===== src/rtl/vfd_scan_seq.sv =====
module vfd_scan_seq #(
  parameter int DIGITS  = 9,
  parameter int GROUP   = 3,
  parameter int SLOT_ST = 16,
  parameter int KBD_ST  = 4,
  localparam int ROWS = DIGITS / GROUP,
  localparam int SW   = $clog2(SLOT_ST + 1),
  localparam int IW   = $clog2(DIGITS),
  localparam int WW   = (GROUP > 1) ? $clog2(GROUP) : 1,
  localparam int GW   = (ROWS > 1) ? $clog2(ROWS) : 1
) (
  input  logic              clk,
  input  logic              rst,
  input  logic [DIGITS-1:0] need_mask,
  output logic [DIGITS-1:0] dig_en,
  output logic [IW-1:0]     dig_idx,
  output logic [SW-1:0]     state_num,
  output logic              seg_load,
  output logic              kbd_win
);

  logic [SW-1:0] cnt;
  logic [WW-1:0] col;
  logic [GW-1:0] row;
  logic          kbd;

  wire slot_last = !kbd && (cnt == SW'(SLOT_ST - 1));
  wire kbd_last  = kbd && (cnt == SW'(KBD_ST - 1));
  wire lit       = !kbd && (cnt != '0) && (cnt != SW'(SLOT_ST - 1));

  always_ff @(posedge clk) begin
    if (rst) begin
      cnt <= '0;
      col <= '0;
      row <= '0;
      kbd <= 1'b0;
    end else if (slot_last) begin
      cnt <= '0;
      if (col == WW'(GROUP - 1)) kbd <= 1'b1;
      else col <= col + 1'b1;
    end else if (kbd_last) begin
      cnt <= '0;
      kbd <= 1'b0;
      col <= '0;
      row <= (row == GW'(ROWS - 1)) ? '0 : row + 1'b1;
    end else begin
      cnt <= cnt + 1'b1;
    end
  end

  assign dig_idx   = IW'(int'(col) * ROWS + int'(row));
  assign state_num = cnt + 1'b1;
  assign seg_load  = !kbd && (cnt == '0);
  assign kbd_win   = kbd;
  assign dig_en    = (lit && need_mask[dig_idx]) ? (DIGITS'(1) << dig_idx) : '0;

  AST_ONEHOT_EN: assert property (@(posedge clk) disable iff (rst)
    $onehot0(dig_en));
  AST_STROBE_DARK: assert property (@(posedge clk) disable iff (rst)
    seg_load |-> dig_en == '0);
  AST_KBD_DARK: assert property (@(posedge clk) disable iff (rst)
    kbd_win |-> (dig_en == '0 && !seg_load));
  AST_KBD_EXIT: assert property (@(posedge clk) disable iff (rst)
    $fell(kbd_win) |-> seg_load);
  AST_SLOT_CLOSE: assert property (@(posedge clk) disable iff (rst)
    (!kbd_win && state_num == SW'(SLOT_ST)) |=> (seg_load || kbd_win));
  AST_STATE_STEP: assert property (@(posedge clk) disable iff (rst)
    (!kbd_win && state_num != SW'(SLOT_ST)) |=> state_num == SW'($past(state_num) + 1'b1));
  AST_RESET_HOME: assert property (@(posedge clk) disable iff (rst)
    $past(rst) |-> (seg_load && dig_idx == '0 && !kbd_win));

endmodule


===== config.mk =====
export PLATFORM = sky130hd
export DESIGN_NAME = vfd_scan_seq
export DESIGN_NICKNAME = d
export VERILOG_FILES = /design/src/rtl/vfd_scan_seq.sv
export SDC_FILE = /design/constraint.sdc
export NUM_CORES = 1
export LEC_CHECK = 0
export ABC_AREA = 1
export BUFFER_PORTS_ARGS = -buffer_cell sky130_fd_sc_hd__buf_4
export CAP_MARGIN = 20
export CORE_UTILIZATION = 52
export CTS_BUF_LIST = sky130_fd_sc_hd__clkbuf_8
export DETAILED_ROUTE_END_ITERATION = 12
export PLACE_DENSITY_LB_ADDON = 0.1
export SYNTH_ARGS = -nofsm -noshare
export SYNTH_HDL_FRONTEND = slang
export SYNTH_SLANG_ARGS = --single-unit

===== constraint.sdc =====
create_clock -name clk -period 4.9 [get_ports clk]
set_input_delay 0.735 -clock clk [delete_from_list [all_inputs] [get_ports clk]]
set_output_delay 0.735 -clock clk [all_outputs]
set_load 0.02 [all_outputs]

## After elaboration in Yosys (flattened, before gate mapping)

Index checks and enable logic that the tools add are counted.

| cells by class | value |
|---|---|
| order comparisons | 1 |
| shift operators | 1 |
| bitwise logic cells | 1 |
| reduce and logical (&&, ||, !) cells | 14 |
| equality and inequality tests | 7 |
| multiplexer cells | 10 |
| multipliers | 1 |
| add/subtract/negate cells | 4 |

Operators with widths:

| cell | count |
|---|---|
| two-way mux 9 bit | 1 |
| left shift 1 x 4 -> 9 bit (first input constant) | 1 |
| two-way mux 2 bit | 4 |
| logical AND 1 bit | 6 |
| AND reduction 2 bit | 3 |
| adder 5 x 1 -> 5 bit (second input constant) | 1 |
| == test 5 x 2 -> 1 bit (second input constant) | 1 |
| == test 5 x 4 -> 1 bit (second input constant) | 1 |
| logical NOT 5 bit | 1 |
| less-than comparator 4 x 5 -> 1 bit (second input constant) | 1 |
| != test 5 x 4 -> 1 bit (second input constant) | 1 |
| nonzero test 5 bit | 1 |
| adder 2 x 1 -> 2 bit (second input constant) | 2 |
| adder 4 x 2 -> 4 bit | 1 |
| binary-select mux 1 bit (select 4 bit) | 1 |
| == test 2 bit (second input constant) | 2 |
| multiplier 2 x 2 -> 4 bit (second input constant) | 1 |
| two-way mux 1 bit | 4 |
| OR reduction 3 bit | 1 |
| != test 2 x 1 -> 1 bit (second input constant) | 1 |
| != test 2 bit (second input constant) | 1 |
| nonzero test 2 bit | 1 |
| logical NOT 1 bit | 1 |
| NOT 1 bit | 1 |

| storage, ports and cells | value |
|---|---|
| flip-flop bits (word level) | 10 |

## Depth between registers and ports, before layout

Gate-level depths: netlist of run 1.

| depth | value |
|---|---|
| word-level depth | 6 |
| depth in mapped cells | 10 |
| mapped depth without buffers | 10 |

## Worst setup path after synthesis of run 1

No wires, ideal clock.

| timing path | value |
|---|---|
| kind | register to output |
| start point | register col[1] |
| end point | output dig_en[0] |
| required time | 4.165 ns |
| cell stages (with the launch flop) | 10 |
| path buffers | 0 |
| arrival | 2.470 ns |
| setup slack | 1.695 ns |
| path through | dfxtp_1 fa_1 ha_1 fa_1 nand2_1 nor2_1 nand3_1 nand3_1 nand2_2 nor2_1 |

| on the way | value |
|---|---|
| longest elaborated chain between the ends | 6 |
| elaborated cells on any way between the ends | 7 |
| classes of those cells | 1 x add/sub; 1 x mul; 1 x shift; 3 x mux; 1 x reduce/logical |

RTL lines:

| item | RTL line | text |
|---|---|---|
| start, declared | 23 | `logic [WW-1:0] col;` |
| start signal, assigned | 40 | `else col <= col + 1'b1;` |
| multiplier 2 x 2 -> 4 bit * | 51 | `assign dig_idx = IW'(int'(col) * ROWS + int'(row));` |
| adder 4 x 2 -> 4 bit * | 51 |  |
| named net dig_idx[2] | 16 | `output logic [IW-1:0] dig_idx,` |
| binary-select mux 1 bit (select 4 bit) | 55 | `assign dig_en = (lit && need_mask[dig_idx]) ? (DIGITS'(1) << dig_idx) : '0;` |
| two-way mux 1 bit (not written as such) | 55 |  |
| logical AND 1 bit | 55 |  |
| two-way mux 9 bit * | 55 |  |
| end, declared | 15 | `output logic [DIGITS-1:0] dig_en,` |

The timed path passes the listed nets; every way through them passes the cells marked *. The select of a mux whose other input is x is not followed.

## Worst setup path in the final report of run 1

| timing path | value |
|---|---|
| start point | register col[1] |
| end point | output dig_en[4] |

| on the way | value |
|---|---|
| longest elaborated chain between the ends | 6 |
| elaborated cells on any way between the ends | 7 |
| classes of those cells | 1 x add/sub; 1 x mul; 1 x shift; 3 x mux; 1 x reduce/logical |

RTL lines:

| item | RTL line |
|---|---|
| multiplier 2 x 2 -> 4 bit * | 51 |
| adder 4 x 2 -> 4 bit * | 51 |
| binary-select mux 1 bit (select 4 bit) | 55 |
| two-way mux 1 bit (not written as such) | 55 |
| logical AND 1 bit | 55 |
| two-way mux 9 bit * | 55 |

Every way passes the cells marked *; elsewhere a longest branch is shown, timed or not. The select of a mux whose other input is x is not followed.

==> results.json, run 1 <==
{
  "ys_seq_area_frac": 0.268,
  "multi_input_area_sq_um": 462,
  "dp_hpwl_um": 1440,
  "drive_above_1_share": 0.232,
  "rows": 13,
  "cts_max_level": 1,
  "avgSynthCellArea_sq_um": 6.34,
  "nets": 173,
  "regArea_sq_um": 200,
  "postCtsResizedCells": 0,
  "grt_pass1_wl_um": 2620,
  "worstMarginPinSlew_ns": 0.232,
  "fin_setup_tns_ns": 0,
  "rsz0062_at_grt": "false",
  "tritoncts": "built",
  "num-fill-cells": 105,
  "grt.total_usage": 0.252,
  "clock-sinks": 10,
  "powerDensity_nw_per_um2": 201,
  "core_sq_um": 1320,
  "wl_per_cell_um": 11.1,
  "cp_slowest_cell": "fa_1",
  "syn_nets": 138,
  "timing.slew.headroom": 0.845,
  "ys_types": 15,
  "p_leak_nw": 0.549,
  "cp_max_fo": 9,
  "grt_pass1_vias": 699,
  "clockBufferDepth": 2,
  "r2r-start": "cnt[0]",
  "antenna-diode-count": 0,
  "cts_setup_buffers": 0,
  "path_cells": "fa_1 > ha_1 > fa_1 > nor2_1 > nand4_1 > nand3_1 > nand2_2 > nor2_1 > buf_4",
  "ys_ff_latch": 10,
  "via_count": 849,
  "endpoint_kind": "primary output",
  "critPathLaunchType": "register",
  "hold_buffers": 0,
  "netlist_area_sq_um": 748,
  "drt_pass1_iterations": 4,
  "insertion_delay_ns": 0.24,
  "die_area_sq_um": 1590,
  "drc": 0,
  "antenna_found_initial": 0,
  "viasPerCell": 5.11,
  "hp-start": "cnt[0]",
  "portBuffers": 30,
  "root_buffer": "clkbuf_8",
  "ir_drop_v": 0.000188,
  "max_stage_delay_ns": 0.50,
  "grt_max_degree": 10,
  "postRouteAntennaNets": 0,
  "status": "finished clean",
  "skew_ns": 0.00251,
  "ios": 31,
  "total_power_w": 0.000207,
  "synthCells": 118,
  "drt_iter0_drc": 23,
  "hold_violations": 0,
  "min_period_ns": 3.50,
  "start_util": 0.568,
  "critPathKind": "reg -> out",
  "finalSetupViolCount": 0,
  "max_cap_viol_count": 0,
  "grt_overflow": 0,
  "crit_required_ns": 4.16,
  "die_h_um": 39.9,
  "worstPathArrival_ns": 2.76,
  "hold_class": "reg -> reg",
  "fp.dieW_um": 39.9,
  "clk_pin_slew_ns": 0.05,
  "totalWireLength_um": 1850,
  "area_growth_pct": 38.1,
  "holdPathStages": 1,
  "yosys_warnings": 0,
  "slew_violations": 0,
  "reg2reg_depth": 10,
  "cp-startpoint": "col[1]",
  "place_congestion": 0.760,
  "cts_made_buffers": 3,
  "timing.fmax_mhz": 286,
  "post-route-period-util": 0.714
}
## cell type report
class | count | area share
inverter | 23 | 0.0835
multi-input combinational | 85 | 0.447
sequential | 10 | 0.194
clock buffer | 3 | 0.0400
tap | 15 | 0.0182
timing repair buffer | 30 | 0.218
## where the power goes
part	switching [W]	internal, W
Combinational	0.0000204	0.0000164
Sequential	0.00000167	0.0000837
Clock	0.0000315	0.0000537
Total	0.0000535	0.000154
## routing by layer
| layer | GRT usage | share of wire | routed length, um |
|---|---|---|---|
| met1 | 0.232 | 0.39 | 727 |
| met2 | 0.488 | 0.53 | 971 |
| met3 | 0.0722 | 0.061 | 113 |
| met4 | 0.129 | 0.019 | 35 |
| met5 | 0 | 0 | 0 |
## logic make-up (layout without fill, tap and decap cells)
logic type	after synthesis	count (layout)	synth area share
buffers and inverters	23	56	0.115
AND/OR/NAND/NOR	66	66	0.371
AO/OA/AOI/OAI	9	9	0.0635
flip-flops	10	10	0.268
adder cells (fa/ha/maj)	9	9	0.171
XOR/XNOR	1	1	0.0117
## worst max-delay path, delay by kind of cell (launching register included)
family | cells | cell delay [ns]
fa+ha+maj | 3 | 1.20
buf+inv | 1 | 0.16
flops | 1 | 0.41
simple gates | 5 | 0.76
## worst paths after layout
kind | end | slack (ns)
setup / recovery | dig_en[4] | 1.40
hold reg to reg | cnt[0] | 0.47
setup reg to reg | col[0] | 3.10
hold / removal | cnt[0] | 0.47
## synth_stat cells
cell     number  area share
nand2_1      20        0.10
nor3_1        2       0.013
a21oi_1       3       0.020
nor2_1       28        0.14
nand4_1       3       0.025
inv_1        23        0.12
ha_1          7        0.12
dfxtp_1      10        0.27
or2_1         1      0.0084
o21a_1        1       0.010
xor2_1        1       0.012
fa_1          2       0.054
nand3_1      10       0.067
nand2_2       2       0.017
o21ai_0       5       0.033
## registers in the layout, indices dropped and copies added (netlist names)
name     count
cnt          5
col          2
kbd_win      1
row          2
## metrics by stage
stage / utilization / std cells / hold slack (ns) / cell area (sq um) / worst slack, ns
6_report: 0.784 / 166 / 0.466 / 1030 / 1.40
5_1_grt: 0.784 / 166 / 0.500 / 1030 / 1.23
4_1_cts: 0.784 / 166 / 0.470 / 1030 / 1.40
3_5_place_dp: 0.753 / 163 / 0.460 / 992 / 1.67
3_3_place_gp: 0.753 / 163 / 0.447 / 992 / 1.82
2_1_floorplan: - / 118 / 0.430 / 748 / 1.70
## cell usage in the layout (no fill, tap or decap)
master and n:
ha_1 7, inv_1 23, or2_1 1, nand2_2 2, dfxtp_1 10, xor2_1 1, nor2_1 28, o21a_1 1
nand2_1 20, nor3_1 2, clkbuf_8 3, nand4_1 3, a21oi_1 3, o21ai_0 5, nand3_1 10, buf_4 30
fa_1 2
Note: power is estimated with default switching activity, not from simulation.
==> run 2, diff against run 1 <==
- CORE_UTILIZATION: 52 -> 44
- clock period: 4.9 -> 2.8 ns (I/O delays scaled with it)
==> run 2 against run 1 <==
Compared with the run above: the run now ends with setup timing left; global-route usage rose by 0.82 points; clock-buffer cell count is the same; non-clock buffer count grew 6; critical path type unchanged; flip-flop and latch count is the same; first-iteration DRC count shrank 39%; hold slack worse by 0.091 ns; worst setup slack worse by 1.7 ns; clock power increased by 69%.
==> results.json, run 2 (synthesis results as in run 1) <==
{
  "grt_pass1_vias": 841,
  "hold_buffers": 0,
  "top_regs": "cnt (5), col (2), row (2)",
  "drive_above_1_share": 0.380,
  "grt_overflow": 0,
  "grt_max_degree": 8,
  "mostFrequentLayoutCells": "buf_4 (29), inv_1 (23), nand2_1 (19), nor2_1 (17)",
  "path_cells": "fa_1 > ha_2 > fa_2 > nand2_2 > nor2_2 > nand3_2 > nand3_4 > nand2_4 > nor2_2 > buf_4",
  "finalSetupViolCount": 9,
  "power_frac_comb": 0.219,
  "p_sw_w": 0.000102,
  "crit_top_cell": "nor2_2",
  "critPathLaunchType": "register",
  "critical_path.top_delay_family": "adder cells",
  "dp_hpwl_um": 1410,
  "drc": 0,
  "ir_drop_v": 0.000379,
  "use_met3": 0.0426,
  "max_cap_viol_count": 0,
  "endpoint_kind": "primary output",
  "fp.dieW_um": 43.2,
  "fin_setup_tns_ns": -2.27,
  "min_period_ns": 3.08,
  "area_growth_pct": 63.2,
  "max_stage_delay_ns": 0.62,
  "hold_class": "in -> reg",
  "antenna-diode-count": 0,
  "status": "finished, violations left",
  "slew_violations": 0,
  "cts_max_level": 1,
  "worstPathArrival_ns": 2.66,
  "cp_slowest_cell": "fa_2",
  "portBuffers": 30,
  "wl_per_cell_um": 12.1,
  "root_buffer": "clkbuf_8",
  "die_h_um": 43.2,
  "layout_commonest_cell": "buf_4",
  "rows": 14,
  "postRouteAntennaNets": 0,
  "p_sw_frac": 0.271,
  "viasPerCell": 5.12,
  "fin_util": 0.792,
  "p_int_w": 0.000274,
  "use_met1": 0.297,
  "start_util": 0.485,
  "path_buf_inv": 1,
  "clock-sinks": 10,
  "powerDensity_nw_per_um2": 308,
  "drt_iter0_drc": 14,
  "largest_register_ffs": 5,
  "violations": "setup timing",
  "hold_violations": 0,
  "clkPwrFrac": 0.383,
  "timing.fmax_mhz": 325,
  "final_cell_count_no_fill": 174,
  "die_area_sq_um": 1870,
  "totalWireLength_um": 2100,
  "cts_made_buffers": 3,
  "clockBufferDepth": 2,
  "top_register": "cnt",
  "post-place-cells": 167,
  "crit_required_ns": 2.38,
  "cp_max_fo": 4,
  "place_congestion": 0.926,
  "ios": 31,
  "grt_pass1_wl_um": 3630,
  "antenna_found_initial": 0,
  "grt_most_used_layer": "met2",
  "skew_ns": 0.00175,
  "worstMarginPinSlew_ns": 0.550,
  "grt_util_met2": 0.472,
  "rsz0062_at_grt": "true",
  "p_leak_nw": 0.597,
  "seq_power_share": 0.398,
  "nets": 180,
  "grt.total_usage": 0.260,
  "via_count": 891,
  "tritoncts": "built",
  "insertion_delay_ns": 0.23,
  "num-fill-cells": 114,
  "post-route-period-util": 1.10,
  "core_sq_um": 1540,
  "worst_slack_ns": -0.279,
  "timing.slew.headroom": 0.632,
  "clk_pin_slew_ns": 0.04,
  "critPathKind": "reg -> out",
  "drt_pass1_iterations": 4,
  "total_power_w": 0.000376
}
-- run 2: cell count changes in the layout (fill, tap and decap cells not counted), moves of 4 or more --
| cell | previous run | this run |
|---|---|---|
| nor2_1 | 28 | 17 |
| buf_6 | 0 | 7 |
| nor2_4 | 0 | 7 |
| nor2_2 | 0 | 4 |
-- run 2: area by class of cell --
| type | count | area [sq um] | area share |
|---|---|---|---|
| sequential | 10 | 203 | 0.166 |
| clock buffer | 3 | 41.3 | 0.0338 |
| inverter | 23 | 86.3 | 0.0707 |
| timing repair buffer | 36 | 297 | 0.243 |
| tap | 16 | 20.0 | 0.0164 |
| multi-input combinational | 86 | 574 | 0.470 |
-- run 2: stage by stage --
stage | instance area [sq um] | setup WS, ns | hold WS, ns
after floorplan | 773 | -0.0277 | 0.430
after global placement | 1040 | 0.0602 | 0.447
after detailed placement | 1040 | 0.00116 | 0.461
after CTS | 1150 | -0.151 | 0.373
after global routing | 1220 | -0.366 | 0.379
final | 1220 | -0.279 | 0.374
-- run 2: final timing paths --
path	start	depth (start not counted)	slack (ns)	to
worst max-delay path	row[1]	10	-0.28	dig_en[6]
worst min-delay path	rst	2	0.37	col[0]
worst max register to register	cnt[0]	10	0.93	col[0]
worst min register to register	cnt[0]	1	0.47	cnt[0]
-- run 2: power by group through the flow --
| stage | Clock [W] | Sequential (W) | Combinational [W] |
|---|---|---|---|
| 3_5_place_dp | 0 | 0.000152 | 0.0000658 |
| 6_report | 0.000144 | 0.000149 | 0.0000824 |
| 2_1_floorplan | 0 | 0.000151 | 0.0000381 |
| 5_1_grt | 0.000155 | 0.000149 | 0.0000889 |
| 3_3_place_gp | 0 | 0.000152 | 0.0000650 |
| 4_1_cts | 0.000146 | 0.000149 | 0.0000731 |
-- run 2: per-layer routing --
metal  up-vias  share of wire
met5         -              0
met4         0          0.015
met3         5          0.042
met2        25           0.54
met1       413           0.41
li1        448              -
-- run 2: timing repair --
action | 4_1_cts | 5_1_grt
cloned | 1 | 0
setup buffers | 2 | 1
setup endpoints to repair | 9 | 9
pin swaps | 4 | 8
gates resized for setup | 13 | 13
==> run 3, diff against run 2 <==
- TNS_END_PERCENT: unset -> 20
==> run 3 against run 2 <==
Compared with the run above: global-route usage shrank 0.70 points; fmax grew 0.90%; clock skew is essentially flat; critical endpoint is now dig_en[0]; non-clock buffer count shrank 1; final area shrank 2.6%; wire length shrank 2.4%; critical path type unchanged; sequential power is essentially flat; die area is the same; the flow still finishes with violations (setup timing).
==> results.json, run 3 (synthesis results as in run 1) <==
{
  "critPathLaunchType": "register",
  "dp_hpwl_um": 1410,
  "clock-sinks": 10,
  "viasPerCell": 4.98,
  "grt_max_degree": 8,
  "wl_per_cell_um": 11.9,
  "portBuffers": 30,
  "largest_register_ffs": 5,
  "place_congestion": 0.926,
  "status": "finished, violations left",
  "fin_util": 0.772,
  "nets": 179,
  "antenna-diode-count": 0,
  "hold_class": "in -> reg",
  "via_count": 862,
  "seq_power_share": 0.399,
  "placed_cell_area_sq_um": 1040,
  "finalInstanceArea_sq_um": 1190,
  "clk_pin_slew_ns": 0.04,
  "tritoncts": "built",
  "drive_above_1_share": 0.382,
  "hold_ws_ns": 0.367,
  "num-fill-cells": 116,
  "ios": 31,
  "post-place-cells": 167,
  "cts_made_buffers": 3,
  "p_leak_nw": 0.589,
  "clkPwrFrac": 0.383,
  "max_cap_viol_count": 0,
  "p_sw_frac": 0.268,
  "grt_pass1_vias": 835,
  "postRouteAntennaNets": 0,
  "crit_required_ns": 2.38,
  "worst_slack_ns": -0.251,
  "drt_pass1_iterations": 4,
  "min_period_ns": 3.05,
  "top_register": "cnt",
  "antenna_found_initial": 0,
  "die_h_um": 43.2,
  "grt_overflow": 0,
  "area_growth_pct": 59.0,
  "critPathKind": "reg -> out",
  "worstPathArrival_ns": 2.63,
  "finalSetupViolCount": 9,
  "slew_violations": 0,
  "endpoint_kind": "primary output",
  "skew_ns": 0.00187,
  "powerDensity_nw_per_um2": 315,
  "rows": 14,
  "mostFrequentLayoutCells": "buf_4 (32), inv_1 (23), nand2_1 (19), nor2_1 (17), nand3_1 (8)",
  "drc": 0,
  "ir_drop_v": 0.000385,
  "layout_commonest_cell": "buf_4",
  "cp_slowest_cell": "fa_2",
  "worstMarginPinSlew_ns": 0.550,
  "power_frac_comb": 0.218,
  "critical_path.top_delay_family": "adder cells",
  "cts_max_level": 1,
  "timing.slew.headroom": 0.632,
  "clockBufferDepth": 2,
  "drt_iter0_drc": 12,
  "core_sq_um": 1540,
  "p_sw_w": 0.000100,
  "hold_buffers": 0,
  "p_int_w": 0.000274,
  "grt.total_usage": 0.253,
  "hold_violations": 0,
  "fp.dieW_um": 43.2,
  "root_buffer": "clkbuf_8",
  "post-route-period-util": 1.09,
  "cp_max_fo": 5,
  "start_util": 0.485,
  "totalWireLength_um": 2050,
  "die_area_sq_um": 1870,
  "violations": "setup timing",
  "final_cell_count_no_fill": 173,
  "insertion_delay_ns": 0.23,
  "path_cells": "fa_1 > ha_2 > fa_2 > nand2_2 > nor2_2 > nand3_2 > nand3_4 > nand2_8 > nor2_4 > buf_6",
  "top_regs": "cnt (5), col (2), row (2)",
  "path_buf_inv": 1,
  "max_stage_delay_ns": 0.61,
  "dp_slack_ns": 0.00116,
  "grt_pass1_wl_um": 3560,
  "rsz0062_at_grt": "true",
  "timing.fmax_mhz": 328
}
## run 3: repair_timing
| item | 4_1_cts | 5_1_grt |
|---|---|---|
| gates cloned | 1 | 0 |
| pin swaps | 3 | 7 |
| setup buffers | 1 | 1 |
| setup endpoints to repair | 9 | 9 |
| resized for setup | 2 | 19 |
## run 3: worst paths after layout
path         depth (start not counted)  slack [ns]   start   endpoint
min reg2reg                          1        0.47  cnt[0]     cnt[0]
min                                  2        0.37     rst     col[0]
max reg2reg                         10        0.93  cnt[0]     col[0]
max                                 10       -0.25  col[0]  dig_en[0]
## run 3: layout make-up
class / instances / area (sq um) / share of cell area
clock buffers: 3 / 41.3 / 0.0347
inverters: 23 / 86.3 / 0.0726
multi-input cells: 86 / 564 / 0.474
flip-flops and latches: 10 / 204 / 0.171
well taps: 16 / 20.0 / 0.0168
repair buffers: 35 / 274 / 0.230
## run 3: through the flow
stage	setup TNS [ns]	power, W
after detailed placement	0	0.000218
after global placement	0	0.000217
after CTS	-1.43	0.000367
after floorplan	-0.249	0.000189
final	-2.14	0.000375
after global routing	-3.27	0.000393
## run 3: power groups by stage
stage                     clock network [W]  registers, W   logic, W
after floorplan                           0      0.000151  0.0000381
after global placement                    0      0.000152  0.0000650
after detailed placement                  0      0.000152  0.0000658
after CTS                          0.000146      0.000149  0.0000708
after global routing               0.000155      0.000149  0.0000883
final                              0.000144      0.000149  0.0000817
## run 3: worst register-to-register path: stages (launching register included)
cell and delay, ns:
dfxtp_1 0.37, ha_1 0.20, inv_1 0.06, nor3_1 0.20, ha_1 0.25, nand2_2 0.09, or2_1 0.21, nand2_1 0.11
o21ai_0 0.11, o21ai_0 0.09, nor2_1 0.06
## run 3: metal layers
metal,wire [um],vias up,GRT usage
met5,0,-,0
li1,-,445,-
met3,95,7,0.0426
met2,1100,27,0.451
met1,797,383,0.294
met4,61,0,0.103
